### config.mk
export PLATFORM = sky130hd
export DESIGN_NAME = serial_atten_ctrl
export DESIGN_NICKNAME = d
export VERILOG_FILES = /design/src/rtl/atten_pkg.sv /design/src/rtl/atten_sync_edge.sv /design/src/rtl/atten_shifter.sv /design/src/rtl/atten_decoder.sv /design/src/rtl/atten_chan_regs.sv /design/src/rtl/serial_atten_ctrl.sv
export SDC_FILE = /design/constraint.sdc
export NUM_CORES = 1
export LEC_CHECK = 0
export CORE_UTILIZATION = 53
export CTS_BUF_LIST = sky130_fd_sc_hd__clkbuf_8 sky130_fd_sc_hd__clkbuf_16
export DETAILED_ROUTE_END_ITERATION = 8
export GPL_TIMING_DRIVEN = 0
export PLACE_DENSITY_LB_ADDON = 0.08
export SLEW_MARGIN = 20
export SYNTH_ARGS = -nofsm -noshare
export SYNTH_HDL_FRONTEND = slang
export SYNTH_SLANG_ARGS = --single-unit
### constraint.sdc
create_clock -name clk -period 2.04 [get_ports clk]
set_input_delay 0.306 -clock clk [delete_from_list [all_inputs] [get_ports clk]]
set_output_delay 0.306 -clock clk [all_outputs]
set_load 0.03 [all_outputs]
### src/rtl/atten_pkg.sv
package atten_pkg;

  localparam int NUM_CH      = 2;
  localparam int CH_IDX_W    = (NUM_CH > 1) ? $clog2(NUM_CH) : 1;
  localparam int SEL_W       = 8;
  localparam int CODE_W      = 8;
  localparam int WORD_W      = SEL_W + CODE_W;
  localparam int LVL_W       = 8;
  localparam int FINE_LAST   = 95;
  localparam int COARSE_LAST = 126;

  typedef struct packed {
    logic                valid;
    logic [CH_IDX_W-1:0] ch;
    logic                mute;
    logic [LVL_W-1:0]    lvl;
  } atten_cmd_t;

  // Step code to half-dB units: fine segment is 1:1, coarse segment doubles.
  function automatic logic [LVL_W-1:0] code_to_level(input logic [CODE_W-1:0] code);
    logic [CODE_W:0] dbl;
    dbl = {code, 1'b0};
    if (int'(code) <= FINE_LAST)
      return LVL_W'(code);
    else
      return LVL_W'(dbl - (CODE_W+1)'(FINE_LAST + 1));
  endfunction

  function automatic logic code_is_mute(input logic [CODE_W-1:0] code);
    return int'(code) > COARSE_LAST;
  endfunction

endpackage

### src/rtl/atten_sync_edge.sv
module atten_sync_edge #(
  parameter int   STAGES  = 2,
  parameter logic RST_VAL = 1'b0
) (
  input  logic clk,
  input  logic rst_n,
  input  logic async_i,
  output logic level_o,
  output logic rise_o
);
  logic [STAGES-1:0] chain_q;
  logic              prev_q;

  always_ff @(posedge clk or negedge rst_n) begin
    if (!rst_n) begin
      chain_q <= {STAGES{RST_VAL}};
      prev_q  <= RST_VAL;
    end else begin
      chain_q <= {chain_q[STAGES-2:0], async_i};
      prev_q  <= chain_q[STAGES-1];
    end
  end

  assign level_o = chain_q[STAGES-1];
  assign rise_o  = chain_q[STAGES-1] & ~prev_q;
endmodule

### src/rtl/atten_shifter.sv
module atten_shifter #(
  parameter int W = 16
) (
  input  logic         clk,
  input  logic         rst_n,
  input  logic         shift_i,
  input  logic         din_i,
  output logic [W-1:0] word_o,
  output logic         msb_o
);
  logic [W-1:0] sr_q;

  always_ff @(posedge clk or negedge rst_n) begin
    if (!rst_n)       sr_q <= '0;
    else if (shift_i) sr_q <= {sr_q[W-2:0], din_i};
  end

  assign word_o = sr_q;
  assign msb_o  = sr_q[W-1];
endmodule

### src/rtl/atten_decoder.sv
module atten_decoder
  import atten_pkg::*;
(
  input  logic [WORD_W-1:0] word_i,
  output atten_cmd_t        cmd_o
);
  logic [SEL_W-1:0]  sel;
  logic [CODE_W-1:0] code;

  assign sel  = word_i[WORD_W-1 -: SEL_W];
  assign code = word_i[CODE_W-1:0];

  always_comb begin
    cmd_o.valid = (sel < SEL_W'(NUM_CH));
    cmd_o.ch    = sel[CH_IDX_W-1:0];
    cmd_o.mute  = code_is_mute(code);
    cmd_o.lvl   = code_to_level(code);
  end
endmodule

### src/rtl/atten_chan_regs.sv
module atten_chan_regs
  import atten_pkg::*;
#(
  parameter int IDX = 0
) (
  input  logic             clk,
  input  logic             rst_n,
  input  logic             commit_i,
  input  atten_cmd_t       cmd_i,
  output logic [LVL_W-1:0] lvl_o,
  output logic             mute_o,
  output logic             upd_o
);
  logic hit;
  assign hit = commit_i & cmd_i.valid & (cmd_i.ch == CH_IDX_W'(IDX));

  always_ff @(posedge clk or negedge rst_n) begin
    if (!rst_n) begin
      lvl_o  <= '0;
      mute_o <= 1'b0;
      upd_o  <= 1'b0;
    end else begin
      upd_o <= hit;
      if (hit) begin
        if (cmd_i.mute) begin
          mute_o <= 1'b1;
        end else begin
          mute_o <= 1'b0;
          lvl_o  <= cmd_i.lvl;
        end
      end
    end
  end
endmodule

### src/rtl/serial_atten_ctrl.sv
module serial_atten_ctrl
  import atten_pkg::*;
#(
  parameter int SYNC_STAGES = 2
) (
  input  logic                         clk,
  input  logic                         rst_n,
  input  logic                         ser_clk_i,
  input  logic                         ser_load_i,
  input  logic                         ser_din_i,
  output logic                         ser_dout_o,
  output logic [NUM_CH-1:0][LVL_W-1:0] lvl_o,
  output logic [NUM_CH-1:0]            mute_o,
  output logic [NUM_CH-1:0]            upd_o
);
  // Named internal events, visible to the bound checker.
  logic              sclk_s, sclk_rise;
  logic              load_s, commit_w;
  logic              din_s,  din_rise_unused;
  logic              shift_w;
  logic [WORD_W-1:0] shreg_w;
  atten_cmd_t        cmd_w;

  atten_sync_edge #(.STAGES(SYNC_STAGES), .RST_VAL(1'b0)) u_sync_clk (
    .clk(clk), .rst_n(rst_n), .async_i(ser_clk_i), .level_o(sclk_s), .rise_o(sclk_rise));

  atten_sync_edge #(.STAGES(SYNC_STAGES), .RST_VAL(1'b1)) u_sync_load (
    .clk(clk), .rst_n(rst_n), .async_i(ser_load_i), .level_o(load_s), .rise_o(commit_w));

  atten_sync_edge #(.STAGES(SYNC_STAGES), .RST_VAL(1'b0)) u_sync_din (
    .clk(clk), .rst_n(rst_n), .async_i(ser_din_i), .level_o(din_s), .rise_o(din_rise_unused));

  assign shift_w = sclk_rise & ~load_s;

  atten_shifter #(.W(WORD_W)) u_shift (
    .clk(clk), .rst_n(rst_n), .shift_i(shift_w), .din_i(din_s),
    .word_o(shreg_w), .msb_o(ser_dout_o));

  atten_decoder u_dec (.word_i(shreg_w), .cmd_o(cmd_w));

  for (genvar g = 0; g < NUM_CH; g++) begin : g_ch
    atten_chan_regs #(.IDX(g)) u_regs (
      .clk(clk), .rst_n(rst_n), .commit_i(commit_w), .cmd_i(cmd_w),
      .lvl_o(lvl_o[g]), .mute_o(mute_o[g]), .upd_o(upd_o[g]));
  end

  logic unused_ok;
  assign unused_ok = &{1'b0, sclk_s, din_rise_unused};
endmodule

==> impl_metrics.tcl <==
set metrics [dict create \
    status "completed" \
    die_y_um 60.0 \
    layout_worst_path_cycle_share_pct 88.6 \
    post-place-cells 195 \
    grt_max_degree 27 \
    drc 0 \
    fin_cells 204 \
    antenna_found_initial 0 \
    endpoint_kind "flip-flop" \
    r2r_slack_ns 0.23 \
    avgSynthCellArea_um2 14.3 \
    hp-class "flip-flop to flip-flop" \
    final-setup-viol-count 0 \
    cts_buffers 5 \
    insertion_delay_ns 0.30 \
    async_flop_share_pct 100 \
    dpl.hpwl_mm 2.02 \
    critPathSlowestCell "dfstp_2" \
    rows 20 \
    powerDensity_nw_per_um2 1320 \
    final.setup_skew_ns 0.0103 \
    vias_per_cell 5.12 \
    rsz0062_at_grt "false" \
    path_max_fanout 9 \
    drt_first_pass_iters 4 \
    maxSlewViolCount 0 \
    wl_per_cell_um 13.9 \
    critPathRequiredTime_ns 2.22 \
    clockRootBuffer "clkbuf_8" \
    tritoncts "done" \
    p_leak_uw 0.00105 \
    area_delta_synth_final_pct 26.1 \
    grt_pass1_vias 1012 \
    port_buffers 25 \
    path_buf_inv 0 \
    synth_cells 125 \
    worst_pin_slew_ns 0.545 \
    hold_viol 0 \
    max_stage_delay_ns 0.55 \
    min_period_ns 1.81 \
    dieWidth_um 60.0 \
    grt_pass1_wl_mm 4.77 \
    clock_path_buffers 2 \
    synth_top_area_share_pct 57.6 \
    die_area_um2 3600 \
    first_iter_violations 5 \
    max_freq_mhz 553 \
    post-cts-setup-buffer-count 0 \
    place_area_um2 2110 \
    ioPinCount 26 \
    drive_gt1_share_pct 35.0 \
    synthTopCellsByCount "41 x dfrtp_1, 30 x mux2_2, 12 x nand2_1, 4 x buf_4, 4 x inv_1" \
    fillers 222 \
    cap_violations 0 \
    setup.worst_path.start_class "flip-flop" \
    core_um2 3130 \
    critPathKind "flip-flop to flip-flop" \
    synth_fp_nets 132 \
    crit_chain "nor3b_2 -> nand4b_2 -> nor2_4 -> mux2_2" \
    final_design_area_no_fill_um2 2250 \
    ant_nets 0 \
    yosysSeqAreaShare_pct 62.0 \
    ir_drop_mv 0.691 \
    synth-main-ff-cell "dfrtp_1" \
    diodes 0 \
    synth_area_leader_cell "dfrtp_1" \
    setup_tns_ns 0 \
    totalWireLength_mm 2.84 \
    fin_nets 166 \
    fin_ws_ns 0.233 \
    yosysWarnings 0 \
    vias 1044 \
    ys_types 28 \
    synth-edff-count 0 \
    yosysMostFrequentCell "dfrtp_1" \
    clkTransAtPathRegs_ns 0.08 \
    slew_headroom_pct 63.6 \
    htree_levels 2 \
    post-place-ws_ns 0.141 \
    start_util_pct 57.0 \
    ys_ff_latch 44 \
    path_delay_family "simple AND/OR/NAND/NOR gates" \
    track_usage_pct 19.5 \
    overflow 0 \
    synth_area_um2 1780 \
    synth_area_leaders "dfrtp_1 58%, mux2_2 19%, dfstp_2 4.4%, nand2_1 2.5%, buf_4 1.7%" \
    arrival_ns 1.98 \
    gp_congestion 0.845 \
    clock_sinks 44 \
    fin_hold_ws_ns 0.355 \
]
-- cell type report --
class / count / area, um2 / area share, %
clock inverter: 2 / 38.8 / 1.73
timing repair buffer: 27 / 283 / 12.6
buffer: 6 / 40.0 / 1.78
inverter: 4 / 15.0 / 0.669
sequential: 44 / 1100 / 49.2
tap: 44 / 55.1 / 2.45
multi-input combinational: 71 / 627 / 27.9
clock buffer: 6 / 82.6 / 3.68
-- per-layer routing --
metal  track usage, %  share of wire [%]  vias to the layer above
met4             8.97               0.81                        0
li1                 -                  -                      501
met1             24.7                 46                      518
met5                0                  0                        -
met2             29.0                 49                       23
met3             8.01                3.7                        2
-- path summary, 6_finish.rpt --
path | startpoint | to | cells past startpoint
min in group asynchronous | rst_n | u_shift.word_o[10] | 2
setup / recovery | u_sync_load.chain_q[1] | g_ch[0].u_regs.lvl_o[7] | 4
setup reg to reg | u_sync_load.chain_q[1] | g_ch[0].u_regs.lvl_o[7] | 4
hold reg to reg | u_sync_clk.chain_q[0] | u_sync_clk.chain_q[1] | 0
max in group asynchronous | rst_n | u_sync_load.prev_q | 3
hold / removal | u_sync_clk.chain_q[0] | u_sync_clk.chain_q[1] | 0
-- per-stage QoR --
stage          total power, uW  util [%]
3_3_place_gp              2250      66.7
3_5_place_dp              2290      67.4
5_1_grt                   3120      71.8
6_report                  2950      71.8
4_1_cts                   2980      71.6
2_1_floorplan             1900         -
-- what timing repair did --
item                                    CTS  global route
endpoints found under the setup margin    0             8
gates resized for setup                   0             1
hold buffers                              1             0
endpoints found under the hold margin    18             0
-- worst register-to-register path, stage by stage (launching register included) --
cell      delay (ns)
dfstp_2         0.55
nor3b_2         0.26
nand4b_2        0.21
nor2_4          0.31
mux2_2          0.37
-- sequential cells by signal, indices dropped and copies added (netlist names) --
signal,cells
g_ch.u_regs.lvl_o,16
g_ch.u_regs.mute_o,2
g_ch.u_regs.upd_o,2
u_shift.word_o,16
u_sync_clk.chain_q,2
u_sync_clk.prev_q,1
u_sync_din.chain_q,2
u_sync_load.chain_q,2
u_sync_load.prev_q,1
-- power breakdown --
group	internal, uW	leakage, uW	switching [uW]
sequential	1080	0.000565	162
clock	400	0.0000614	281
combinational	493	0.000420	544
total	1970	0.00105	986
-- cells by family after synthesis --
| group | count (synthesis) | synth area share, % |
|---|---|---|
| simple gates | 27 | 9.83 |
| xor+xnor | 1 | 0.492 |
| buf+inv | 10 | 3.09 |
| mux | 30 | 19.0 |
| compound gates | 11 | 4.21 |
| fa+ha+maj | 2 | 1.40 |
| flops | 44 | 62.0 |
-- placed cells by master, fill, tap and decap left out, drive strengths merged, types with 2 or more instances in the layout --
master         Yosys  layout
dfrtp             41      41
mux2              30      30
clkdlybuf4s50      0      24
nand2             12      12
buf                6       8
clkbuf             0       6
nor2               5       5
inv                4       4
dfstp              3       3
a21oi              2       2
nand4              2       2
o21ai              2       2
ha                 2       2
and3               2       2
nor3b              2       2
No activity file was read; power rests on OpenSTA's default activity.
